$ cat src/rtl/hs_pkg.sv
package hs_pkg;

   typedef enum logic {
      PH_DISARMED = 1'b0,
      PH_ARMED    = 1'b1
   } arm_e;

   // bits needed to hold the value n
   function automatic int cnt_bits(input int n);
      return (n < 2) ? 1 : $clog2(n + 1);
   endfunction

endpackage

$ cat src/rtl/hs_qual_filt.sv
module hs_qual_filt #(
   parameter int unsigned CYC = 4
) (
   input  logic clk,
   input  logic rst_n,
   input  logic din,
   output logic dout
);
   generate
      if (CYC == 0) begin : g_thru
         assign dout = din;
      end else begin : g_cnt
         localparam int W = hs_pkg::cnt_bits(CYC);
         localparam logic [W-1:0] TOP = W'(CYC);
         logic [W-1:0] cnt_q;

         always_ff @(posedge clk or negedge rst_n) begin
            if (!rst_n)             cnt_q <= '0;
            else if (!din)          cnt_q <= '0;
            else if (cnt_q != TOP)  cnt_q <= cnt_q + 1'b1;
         end

         assign dout = (cnt_q == TOP);
      end
   endgenerate
endmodule

$ cat src/rtl/hs_phase_arm.sv
module hs_phase_arm (
   input  logic clk,
   input  logic rst_n,
   input  logic cmd,
   input  logic kill,
   output logic gate
);
   import hs_pkg::*;

   logic cmd_q;
   arm_e st_q;

   // cmd_q resets high so a command held through reset is not an edge
   always_ff @(posedge clk or negedge rst_n) begin
      if (!rst_n) begin
         cmd_q <= 1'b1;
         st_q  <= PH_DISARMED;
      end else begin
         cmd_q <= cmd;
         if (kill)              st_q <= PH_DISARMED;
         else if (cmd && !cmd_q) st_q <= PH_ARMED;
      end
   end

   assign gate = (st_q == PH_ARMED) && cmd && !kill;
endmodule

$ cat src/rtl/hs_gate_ctrl.sv
module hs_gate_ctrl #(
   parameter int unsigned NPH     = 3,
   parameter int unsigned SD_CYC  = 825,
   parameter int unsigned LIM_CYC = 500
) (
   input  logic           clk,
   input  logic           rst_n,
   input  logic [NPH-1:0] hs_cmd,
   input  logic           shut_req,
   input  logic [NPH-1:0] boot_ok,
   input  logic           logic_sup_ok,
   input  logic           isense_hi,
   output logic           ilim_flag,
   output logic [NPH-1:0] hs_gate
);
   generate
      if (NPH < 1 || NPH > 16) begin : g_bad_nph
         $error("hs_gate_ctrl: NPH must be in 1..16");
      end
      if (SD_CYC > 1000000 || LIM_CYC > 1000000) begin : g_bad_cyc
         $error("hs_gate_ctrl: filter length out of range");
      end
   endgenerate

   logic sd_filt;

   hs_qual_filt #(.CYC(SD_CYC)) u_sd_filt (
      .clk (clk), .rst_n (rst_n), .din (shut_req), .dout (sd_filt)
   );

   hs_qual_filt #(.CYC(LIM_CYC)) u_lim_filt (
      .clk (clk), .rst_n (rst_n), .din (isense_hi), .dout (ilim_flag)
   );

   logic shared_kill;
   assign shared_kill = sd_filt || !logic_sup_ok;

   generate
      for (genvar p = 0; p < int'(NPH); p++) begin : g_ph
         hs_phase_arm u_arm (
            .clk   (clk),
            .rst_n (rst_n),
            .cmd   (hs_cmd[p]),
            .kill  (shared_kill || !boot_ok[p]),
            .gate  (hs_gate[p])
         );
      end
   endgenerate
endmodule

$ cat config.mk
export PLATFORM = sky130hd
export DESIGN_NAME = hs_gate_ctrl
export DESIGN_NICKNAME = d
export VERILOG_FILES = /design/src/rtl/hs_pkg.sv /design/src/rtl/hs_qual_filt.sv /design/src/rtl/hs_phase_arm.sv /design/src/rtl/hs_gate_ctrl.sv
export SDC_FILE = /design/constraint.sdc
export NUM_CORES = 1
export LEC_CHECK = 0
export BUFFER_PORTS_ARGS = -buffer_cell sky130_fd_sc_hd__buf_2
export CAP_MARGIN = 30
export CELL_PAD_IN_SITES_DETAIL_PLACEMENT = 1
export CELL_PAD_IN_SITES_GLOBAL_PLACEMENT = 1
export CORE_ASPECT_RATIO = 0.7
export CORE_MARGIN = 2
export CORE_UTILIZATION = 35
export DETAILED_ROUTE_END_ITERATION = 16
export PLACE_DENSITY_LB_ADDON = 0.25
export SYNTH_ARGS = -nofsm -noshare
export SYNTH_HDL_FRONTEND = slang
export SYNTH_SLANG_ARGS = --single-unit
$ cat constraint.sdc
create_clock -name clk -period 1.8 [get_ports clk]
set_input_delay 0.09 -clock clk [delete_from_list [all_inputs] [get_ports clk]]
set_output_delay 0.09 -clock clk [all_outputs]
set_load 0.1 [all_outputs]
==> flow_summary_export.csv, run 1 <==
group,metric,value,unit
route,vias,1069,
finish,final.fill_count,406,
finish,diodes,0,
timing,skew,0.00118,ns
run_status,outcome,"completed",
placement,gp_congestion,0.789,
route,drt-total-wl,3.00,mm
power,powerDensity,642,nW/µm²
timing,hold_ws,0.0543,ns
critical_path,cpMostUsedCell,"buf_6",
synth,yosysMostFrequentCell,"dfrtp_1",
clock_network,insertion_delay,0.27,ns
synth,netlist.area_leader.share,43.5,%
critical_path,crit_arrival,1.69,ns
synth,syn_nets,145,
synth,ys_ff_latch,25,
die,io_pins,15,
synth,synth_edf_count,0,
clock_network,clk_path_buf_depth,2,
synth,synth_sequential_area_ratio,49.7,%
synth,syn_inst,130,
timing,drv_slew,0,
die,core,3490,µm²
timing,grt_setup_unrepaired,"true",
critical_path,cp_num_buf_inv,2,
synth,synth_area_leaders,"dfrtp_1 43%, dfstp_2 6.2%, ha_1 4.0%, nand2_1 3.9%, a21oi_1 3.2%",
power,ir_drop,0.220,mV
synth,yosys.area.top_type,"dfrtp_1",
synth,syn_area,1270,µm²
synth,synthArstFlopShare,100,%
global_route,grt_pass1_vias,1069,
global_route,grt_pass1_wl,4.87,mm
synth,ys.warnings.count,0,
finish,multi_input_area,607,µm²
clock_network,ctsRootBufferMaster,"clkbuf_8",
critical_path,cp_max_fo,6,
global_route,grt_max_degree,26,
die,die_w,75.9,µm
placement,dpl.hpwl,2.20,mm
finish,synthToLayoutAreaGrowth,27.7,%
finish,seqCellArea,629,µm²
critical_path,cp-end-kind,"output pin",
finish,final_util,46.3,%
synth,avgSynthCellArea,9.74,µm²
placement,numPortBuffers,14,
worst_hold_path,hold_class,"input pin to register",
job,maxCapViolCount,0,
power,p_leak,0.000713,µW
synth,synth.distinct_cells,35,
timing,finalCriticalPeriod,1.78,ns
synth,synth_ff_type,"dfrtp_1",
timing,finalSetupViolCount,0,
timing,max_freq,562,MHz
global_route,antenna_found_initial,0,
die,die_area,4120,µm²
critical_path,crit_required,1.71,ns
clock_network,htree_levels,1,
critical_path,cp_cell_sequence,"or3b_4 -> nor3_4 -> buf_6 -> nor2_1 -> buf_6",
die,start_util,36.3,%
timing,hold_viol,0,
clock_network,cts_tree,"built",
global_route,overflow,0,
critical_path,cpMaxStageDelayCell,"or3b_4",
global_route,grt_usage,16.2,%
critical_path,timing.critical_path.from_type,"register",
route,viasPerCell,5.09,
synth,ys_top_cells_by_count,"22 x dfrtp_1, 13 x nand2_1, 8 x a21oi_1, 8 x nand3_1",
critical_path,cpPeakStageDelay,0.42,ns
die,die_height,54.3,µm
route,firstDrtPassIters,4,
route,drc,0,
finish,final_nets,176,
die,row_count,18,
route,avgRoutedWirePerCell,14.3,µm
clock_network,numCtsBuffers,3,
route,antenna_left,0,
timing,worst-slew-pin-transition,0.568,ns
critical_path,path_delay_family,"simple AND/OR/NAND/NOR gates",
finish,drive_gt1_share,25.0,%
clock_network,clock_sinks,25,
route,drt-initial-drc-count,57,
clock_network,clk_pin_slew,0.09,ns
critical_path,worstSetupPathType,"register to output pin",
timing,slew_headroom,62.1,%
timing,period_share,98.9,%
-- flip-flops by register name (all words and copies together) (netlist names) --
| signal | flops |
|---|---|
| g_ph.u_arm.st_q | 3 |
| g_ph.u_arm.cmd_q | 3 |
| u_sd_filt.g_cnt.cnt_q | 10 |
| u_lim_filt.g_cnt.cnt_q | 9 |
-- path summary, 6_finish.rpt --
path | start | end | slack, ns | cells after the start
max | u_sd_filt.g_cnt.cnt_q[7]$_DFFE_PN0P_ | hs_gate[1] | 0.02 | 5
min | boot_ok[1] | g_ph[1].u_arm.st_q$_DFFE_PN0P_ | 0.05 | 3
max reg2reg | u_sd_filt.g_cnt.cnt_q[1]$_DFFE_PN0P_ | u_sd_filt.g_cnt.cnt_q[1]$_DFFE_PN0P_ | 0.06 | 7
min reg2reg | u_lim_filt.g_cnt.cnt_q[7]$_DFFE_PN0P_ | u_lim_filt.g_cnt.cnt_q[7]$_DFFE_PN0P_ | 0.57 | 2
max in group asynchronous | rst_n | g_ph[0].u_arm.cmd_q$_DFF_PN1_ | 1.08 | 2
min in group asynchronous | rst_n | u_sd_filt.g_cnt.cnt_q[6]$_DFFE_PN0P_ | 0.34 | 2
-- placed cells by master (no fill, tap or decap), types with 4 or more instances in the layout --
cell type and count:
a21oi_1 8, inv_1 7, nor2_1 5, nand2_1 13, buf_4 10, nand3_1 8, buf_6 5, nand4_1 5
dlygate4sd3_1 4, nor3_1 6, o21ai_0 7, dfrtp_1 22, or3_1 4, buf_2 10
-- worst reg2reg max path, cell delays in order, from the launching register on --
cell	delay [ns]
dfrtp_1	0.39
inv_1	0.06
ha_2	0.17
nand4b_1	0.20
buf_4	0.20
buf_6	0.11
or3_4	0.33
a211oi_2	0.20
-- layer usage --
metal | vias to the layer above | routed length, µm | track usage, %
met1 | 526 | 1470 | 21.2
met5 | - | 0 | 0
li1 | 522 | - | -
met2 | 19 | 1410 | 27.3
met3 | 2 | 109 | 4.42
met4 | 0 | 12 | 2.63
-- cells by family (layout without fill, tap and decap cells) --
family	count (synthesis)	count (layout)	synth area share [%]
simple gates	59	59	25.9
flops	25	25	49.7
compound gates	23	23	10.9
buf+inv	12	42	4.45
fa+ha+maj	4	4	3.95
xor+xnor	4	4	2.77
mux	3	3	2.37
-- metrics by stage --
| step | std cells | TNS (ns) | power [µW] | worst slack (ns) | cell area (µm²) |
|---|---|---|---|---|---|
| 3_5_place_dp | 196 | 0 | 699 | 0.116 | 1440 |
| 4_1_cts | 209 | 0 | 1050 | 0.00546 | 1600 |
| 6_report | 210 | 0 | 1040 | 0.0204 | 1620 |
| 3_3_place_gp | 196 | 0 | 693 | 0.235 | 1440 |
| 2_1_floorplan | 130 | 0 | 648 | 0.182 | 1270 |
| 5_1_grt | 210 | -0.190 | 1090 | -0.0617 | 1620 |
-- report_power, final --
part	switching (µW)	internal (µW)	total [µW]
sequential	12.5	580	593
combinational	61.9	46.7	109
clock	181	155	336
-- final cells by class --
class | instances | share of cell area [%]
clock inverters | 1 | 0.310
inverters | 8 | 1.86
repair buffers | 30 | 14.9
clock buffers | 3 | 2.55
flip-flops and latches | 25 | 38.9
well taps | 50 | 3.87
multi-input cells | 93 | 37.5
-- repair_timing --
action / CTS / global route
endpoints found under the setup margin: 3 / 4
gates resized for setup: 9 / 3
hold buffers: 4 / 0
pin swaps: 2 / 2
endpoints found under the hold margin: 25 / 0
setup buffers: 5 / 1
Note: power is estimated with default switching activity, not from simulation.
==> run 2, diff against run 1 <==
--- a/config.mk
+++ b/config.mk
@@ -5,6 +5,7 @@
 export SDC_FILE = /design/constraint.sdc
 export NUM_CORES = 1
 export LEC_CHECK = 0
+export ABC_AREA = 1
 export BUFFER_PORTS_ARGS = -buffer_cell sky130_fd_sc_hd__buf_2
 export CAP_MARGIN = 30
 export CELL_PAD_IN_SITES_DETAIL_PLACEMENT = 1
==> run 2 against run 1 <==
Against the previous run:
- sequential share of layout area is 0.11 points higher
- worst hold slack better by 0.048 ns
- critical path depth is 2 higher
- first-iteration DRC count is 8.8% lower
- wire length is 5.2% higher
- flip-flop and latch count stayed put
- final cell count is 13% higher
- power is 0.42% higher
- die area is 4.3% higher
- via count is 7.7% higher
- highest routed layer unchanged
==> flow_summary_export.csv, run 2 <==
group,metric,value,unit
finish,final_nets,203,
power,seqPwrFrac,57.3,%
global_route,overflow,0,
job,maxCapViolCount,0,
global_route,grt_usage,16.1,%
placement,dpl.hpwl,2.35,mm
timing,drv_slew,0,
synth,ys_ff_latch,25,
finish,diodes,0,
power,p_sw_share,24.7,%
critical_path,path_delay_family,"flip-flops",
critical_path,crit_required,1.71,ns
synth,synth_edf_count,0,
die,die_w,77.5,µm
synth,netlist.area_leader.share,41.6,%
timing,skew,0.00377,ns
route,drt-total-wl,3.16,mm
clock_network,numCtsBuffers,3,
clock_network,htree_levels,1,
power,powerDensity,645,nW/µm²
finish,final_common_cell,"nand2_1",
synth,synth.distinct_cells,25,
timing,finalCriticalPeriod,1.67,ns
timing,worst-slew-pin-transition,0.578,ns
die,io_pins,15,
finish,seqCellArea,631,µm²
synth,ys.warnings.count,0,
critical_path,cpMaxStageDelayCell,"dfrtp_2",
finish,reg_top3,"u_sd_filt.g_cnt.cnt_q x10, u_lim_filt.g_cnt.cnt_q x9",
synth,syn_inst,165,
global_route,use_met3,4.90,%
global_route,busiest_layer,"met2",
global_route,antenna_found_initial,0,
power,p_comb_share,10.4,%
critical_path,cp_num_buf_inv,2,
finish,largest_register_ff_count,10,
route,avgRoutedWirePerCell,13.3,µm
critical_path,crit_arrival,1.58,ns
synth,ys_top_cells_by_count,"34 x nand2_1, 30 x nor2_1, 22 x dfrtp_1, 19 x inv_1",
synth,synth_ff_type,"dfrtp_1",
clock_network,clock_sinks,25,
synth,yosys.area.top_type,"dfrtp_1",
clock_network,clk_path_buf_depth,2,
die,core,3580,µm²
clock_network,clk_pin_slew,0.09,ns
die,die_area,4300,µm²
synth,synthArstFlopShare,100,%
finish,multi_input_area,601,µm²
finish,final_cell_mix,"34 x nand2_1, 27 x nor2_1, 21 x dfrtp_1",
route,viasPerCell,4.86,
timing,slew_headroom,61.5,%
placement,numPortBuffers,14,
synth,yosysMostFrequentCell,"nand2_1",
placement,dp_slack,0.231,ns
route,drc,0,
placement,gp_congestion,0.865,
timing,hold_viol,0,
critical_path,cpPeakStageDelay,0.44,ns
critical_path,cp_max_fo,4,
power,power_switching,258,µW
power,p_clk_share,32.3,%
clock_network,insertion_delay,0.27,ns
clock_network,ctsRootBufferMaster,"clkbuf_8",
route,vias,1151,
synth,synth_area_leaders,"dfrtp_1 42%, nand2_1 9.6%, nor2_1 8.5%, dfstp_2 6.0%, inv_1 5.4%",
finish,top_register,"u_sd_filt.g_cnt.cnt_q",
finish,drive_gt1_share,20.3,%
power,internal_power,784,µW
timing,fin_setup_tns,0,ns
timing,period_share,92.6,%
critical_path,cp_cell_sequence,"ha_1 -> inv_1 -> nor2_1 -> nand4_2 -> nand3_1 -> nor2_2 -> buf_12",
timing,finalSetupViolCount,0,
timing,max_freq,600,MHz
global_route,grtUsageMet2,25.6,%
die,row_count,18,
synth,synth_sequential_area_ratio,47.5,%
placement,place_inst,225,
synth,syn_area,1320,µm²
global_route,grt_max_degree,26,
timing,timing.final.ws_setup,0.133,ns
clock_network,cts_tree,"built",
global_route,grt_pass1_wl,5.40,mm
finish,final.fill_count,451,
route,drt-initial-drc-count,52,
finish,synthToLayoutAreaGrowth,22.0,%
critical_path,worstSetupPathType,"register to output pin",
critical_path,timing.critical_path.from_type,"register",
die,start_util,37.0,%
synth,avgSynthCellArea,8.02,µm²
route,antenna_left,0,
synth,syn_nets,180,
global_route,grt_pass1_vias,1192,
critical_path,cp-end-kind,"output pin",
die,die_height,55.5,µm
global_route,grtUsageMet1,21.1,%
route,firstDrtPassIters,4,
worst_hold_path,hold_class,"input pin to register",
power,p_leak,0.000738,µW
run_status,outcome,"completed",
timing,grt_setup_unrepaired,"false",
power,ir_drop,0.240,mV
finish,layoutNonFillerInstCount,237,
-- run 2: cell types whose count changed after synthesis, moves of 5 or more --
cell and delta:
inv_1 +12, nand2_1 +21, nor2_1 +24, nor3_1 -5
or3_1 -5
-- run 2: kinds of logic after synthesis --
| family | after synthesis | synth area share, % |
|---|---|---|
| AOI/OAI and AO/OA | 18 | 7.09 |
| xor gates and xnor gates | 4 | 2.65 |
| adders and majority gates | 4 | 3.78 |
| buffers and inverters | 24 | 7.66 |
| DFF | 25 | 47.5 |
| and+or+nand+nor | 90 | 31.3 |
-- run 2: power by group through the flow --
stage	Clock (µW)	Combinational (µW)	Sequential, µW
finish	336	109	597
global route	386	125	599
CTS	355	97.8	600
detailed placement	0	89.3	610
global placement	0	84.6	607
floorplan	0	48.8	604
-- run 2: final timing paths --
kind / startpoint / to / slack (ns) / cells after the start
worst min register to register: g_ph[2].u_arm.st_q$_DFFE_PN0P_ / g_ph[2].u_arm.st_q$_DFFE_PN0P_ / 0.52 / 2
min in group asynchronous: rst_n / u_sd_filt.g_cnt.cnt_q[2]$_DFFE_PN0P_ / 0.35 / 2
worst max register to register: u_sd_filt.g_cnt.cnt_q[1]$_DFFE_PN0P_ / u_sd_filt.g_cnt.cnt_q[1]$_DFFE_PN0P_ / 0.43 / 8
max in group asynchronous: rst_n / u_sd_filt.g_cnt.cnt_q[0]$_DFFE_PN0P_ / 1.04 / 2
worst max-delay path: u_sd_filt.g_cnt.cnt_q[0]$_DFFE_PN0P_ / hs_gate[1] / 0.13 / 7
worst min-delay path: shut_req / u_sd_filt.g_cnt.cnt_q[2]$_DFFE_PN0P_ / 0.10 / 3
-- run 2: per-layer routing --
layer | routed length [µm] | vias to the layer above
li1 | - | 564
met1 | 1500 | 562
met2 | 1460 | 23
met3 | 166 | 2
met4 | 24 | 0
met5 | 0 | -
-- run 2: layout make-up --
| type | instances | share of cell area (%) |
|---|---|---|
| clock buffer | 4 | 2.79 |
| inverter | 20 | 4.73 |
| multi-input combinational | 116 | 37.2 |
| sequential | 25 | 39.0 |
| tap | 50 | 3.87 |
| timing repair buffer | 22 | 12.4 |
-- run 2: worst register-to-register path: stages, from the launching register on --
cell and delay (ns):
dfrtp_1 0.41, inv_1 0.06, ha_1 0.15, inv_1 0.04
nor2_1 0.12, nand4_2 0.13, buf_4 0.18, nand3b_1 0.09
nand2_1 0.07
-- run 2: timing repair --
action / 4_1_cts / 5_1_grt
buffers inserted: 0 / 4
resized for setup: 4 / 1
setup endpoints to repair: 3 / 4
endpoints found under the hold margin: 25 / 0
hold buffers: 4 / 0
pin swaps: 0 / 0
-- run 2: per-stage QoR --
stage | area (µm²) | power [µW] | utilization, % | hold WS (ns)
after floorplan | 1330 | 653 | - | -0.206
after global placement | 1490 | 692 | 41.6 | 0.125
after detailed placement | 1490 | 700 | 41.6 | 0.125
after CTS | 1590 | 1050 | 44.3 | 0.0931
after global routing | 1620 | 1110 | 45.1 | 0.0988
final | 1620 | 1040 | 45.1 | 0.102
==> run 3, diff against run 2 <==
--- a/config.mk
+++ b/config.mk
@@ -9,10 +9,10 @@
 export BUFFER_PORTS_ARGS = -buffer_cell sky130_fd_sc_hd__buf_2
 export CAP_MARGIN = 30
 export CELL_PAD_IN_SITES_DETAIL_PLACEMENT = 1
-export CELL_PAD_IN_SITES_GLOBAL_PLACEMENT = 1
+export CELL_PAD_IN_SITES_GLOBAL_PLACEMENT = 2
 export CORE_ASPECT_RATIO = 0.7
 export CORE_MARGIN = 2
-export CORE_UTILIZATION = 35
+export CORE_UTILIZATION = 33
 export DETAILED_ROUTE_END_ITERATION = 16
 export PLACE_DENSITY_LB_ADDON = 0.25
 export SYNTH_ARGS = -nofsm -noshare
==> run 3 against run 2 <==
Against the previous run:
- sequential share of layout area is 0.14 points higher
- global-route usage is 1.3 points lower
- cell area is 0.15% lower
- worst hold slack worse by 0.038 ns
- wire length is 6.7% lower
- first-iteration DRC count is 17% higher
- clock power hardly changed
- utilization is 3.5 points lower
- setup slack worse by 0.042 ns
- flip-flop and latch count stayed put
- via count is 5.1% lower
- fmax is 2.4% lower
==> flow_summary_export.csv, run 3 (synthesized netlist as in run 2, its figures left out) <==
group,metric,value,unit
finish,top_register,"u_sd_filt.g_cnt.cnt_q",
finish,synthToLayoutAreaGrowth,21.8,%
timing,timing.final.ws_setup,0.0909,ns
critical_path,r2r_slack,0.35,ns
power,p_sw_share,24.8,%
route,antenna_left,0,
die,die_area,4540,µm²
critical_path,crit_start,"u_sd_filt.g_cnt.cnt_q[0]$_DFFE_PN0P_",
die,row_count,19,
timing,hold_ws,0.0641,ns
timing,finalCriticalPeriod,1.71,ns
route,avgRoutedWirePerCell,12.5,µm
power,seqPwrFrac,58.1,%
finish,final_nets,200,
worst_hold_path,min_from,"boot_ok[2]",
timing,worst-slew-pin-transition,0.576,ns
critical_path,crit_required,1.71,ns
timing,fin_setup_tns,0,ns
worst_hold_path,hold_class,"input pin to register",
route,viasPerCell,4.63,
timing,max_freq,585,MHz
die,io_pins,15,
placement,numPortBuffers,14,
critical_path,cp_cell_sequence,"ha_1 -> inv_1 -> nor2_1 -> nand4_2 -> nand3_2 -> nor2_2 -> buf_12",
placement,dp_slack,0.245,ns
worst_hold_path,hold_path_end,"g_ph[2].u_arm.st_q$_DFFE_PN0P_",
critical_path,cpPeakStageDelay,0.47,ns
finish,multi_input_area,616,µm²
clock_network,ctsRootBufferMaster,"clkbuf_8",
finish,final.fill_count,493,
route,drt-total-wl,2.94,mm
finish,final_util,41.6,%
timing,hold_viol,0,
critical_path,worstReg2RegStart,"u_sd_filt.g_cnt.cnt_q[1]$_DFFE_PN0P_",
finish,final_common_cell,"nand2_1",
global_route,grt_usage,14.8,%
global_route,antenna_found_initial,0,
clock_network,numCtsBuffers,3,
finish,final_cell_mix,"34 x nand2_1, 27 x nor2_1, 20 x dfrtp_1",
global_route,overflow,0,
timing,skew,0.00804,ns
critical_path,cpMaxStageDelayCell,"dfrtp_2",
global_route,grt_pass1_vias,1115,
clock_network,clk_path_buf_depth,2,
job,maxCapViolCount,0,
critical_path,r2r_cells,8,
global_route,grt_pass1_wl,5.14,mm
critical_path,crit_arrival,1.62,ns
global_route,grt_max_degree,26,
die,die_w,79.7,µm
critical_path,worstSetupPathType,"register to output pin",
die,die_height,57.0,µm
die,start_util,34.2,%
power,p_clk_share,32.6,%
placement,placed_cell_area,1490,µm²
critical_path,cp-end-kind,"output pin",
run_status,outcome,"completed",
critical_path,r2r-end,"u_sd_filt.g_cnt.cnt_q[0]$_DFFE_PN0P_",
clock_network,insertion_delay,0.27,ns
critical_path,cp_max_fo,8,
die,core,3870,µm²
power,p_comb_share,9.3,%
timing,grt_setup_unrepaired,"true",
clock_network,clk_pin_slew,0.09,ns
placement,gp_congestion,0.799,
timing,slew_headroom,61.6,%
route,drt-initial-drc-count,61,
clock_network,clock_sinks,25,
route,drc,0,
route,firstDrtPassIters,3,
finish,seqCellArea,632,µm²
timing,period_share,95.0,%
clock_network,htree_levels,1,
finish,fin_area,1610,µm²
power,powerDensity,639,nW/µm²
worst_hold_path,hold_depth,3,
power,internal_power,775,µW
finish,drive_gt1_share,21.7,%
route,vias,1092,
finish,diodes,0,
finish,reg_top3,"u_sd_filt.g_cnt.cnt_q x10, u_lim_filt.g_cnt.cnt_q x9",
finish,largest_register_ff_count,10,
timing,finalSetupViolCount,0,
power,p_leak,0.000730,µW
power,ir_drop,0.323,mV
clock_network,cts_tree,"built",
timing,drv_slew,0,
critical_path,timing.critical_path.from_type,"register",
power,power_switching,256,µW
placement,dpl.hpwl,2.35,mm
run 3: power groups by stage:
stage	clock network (µW)	registers [µW]	logic (µW)
6_report	336	599	95.8
5_1_grt	371	603	111
4_1_cts	359	599	96.4
3_5_place_dp	0	610	88.2
3_3_place_gp	0	608	84.5
2_1_floorplan	0	604	48.8
run 3: through the flow:
| step | power (µW) | cells |
|---|---|---|
| 6_report | 1030 | 236 |
| 5_1_grt | 1090 | 236 |
| 4_1_cts | 1050 | 235 |
| 3_5_place_dp | 698 | 227 |
| 3_3_place_gp | 692 | 227 |
| 2_1_floorplan | 653 | 165 |
run 3: repair_timing:
item | CTS | global route
resized for setup | 4 | 5
hold buffers | 4 | 0
endpoints found under the hold margin | 25 | 0
setup endpoints to repair | 3 | 4
setup buffers | 0 | 1
run 3: metal layers:
metal	up-vias	wire length [µm]	GRT usage (%)
met4	0	19	2.96
li1	561	-	-
met3	2	118	4.59
met2	15	1360	23.2
met1	514	1450	20.4
met5	-	0	0
run 3: worst max path at each step:
| stage | to | slack [ns] |
|---|---|---|
| finish | hs_gate[0] | 0.09 |
| global route | hs_gate[0] | -0.01 |
| CTS | hs_gate[1] | 0.02 |
| detailed placement | hs_gate[0] | 0.24 |
| global placement | hs_gate[2] | 0.31 |
| floorplan | u_lim_filt.g_cnt.cnt_q[0]$_DFFE_PN0P_ | 0.28 |
run 3: cell type report:
class                   instances  area share, %
well taps                      52           4.03
flip-flops and latches         25           39.2
multi-input cells             116           38.2
clock buffers                   3           2.56
clock inverters                 1          0.310
inverters                      20           4.73
repair buffers                 19           11.0
run 3: worst max-delay path, delay by kind of cell (launching register included):
kind	cells	cell delay, ns
flops	1	0.47
simple gates	4	0.42
fa+ha+maj	1	0.23
buf+inv	2	0.24
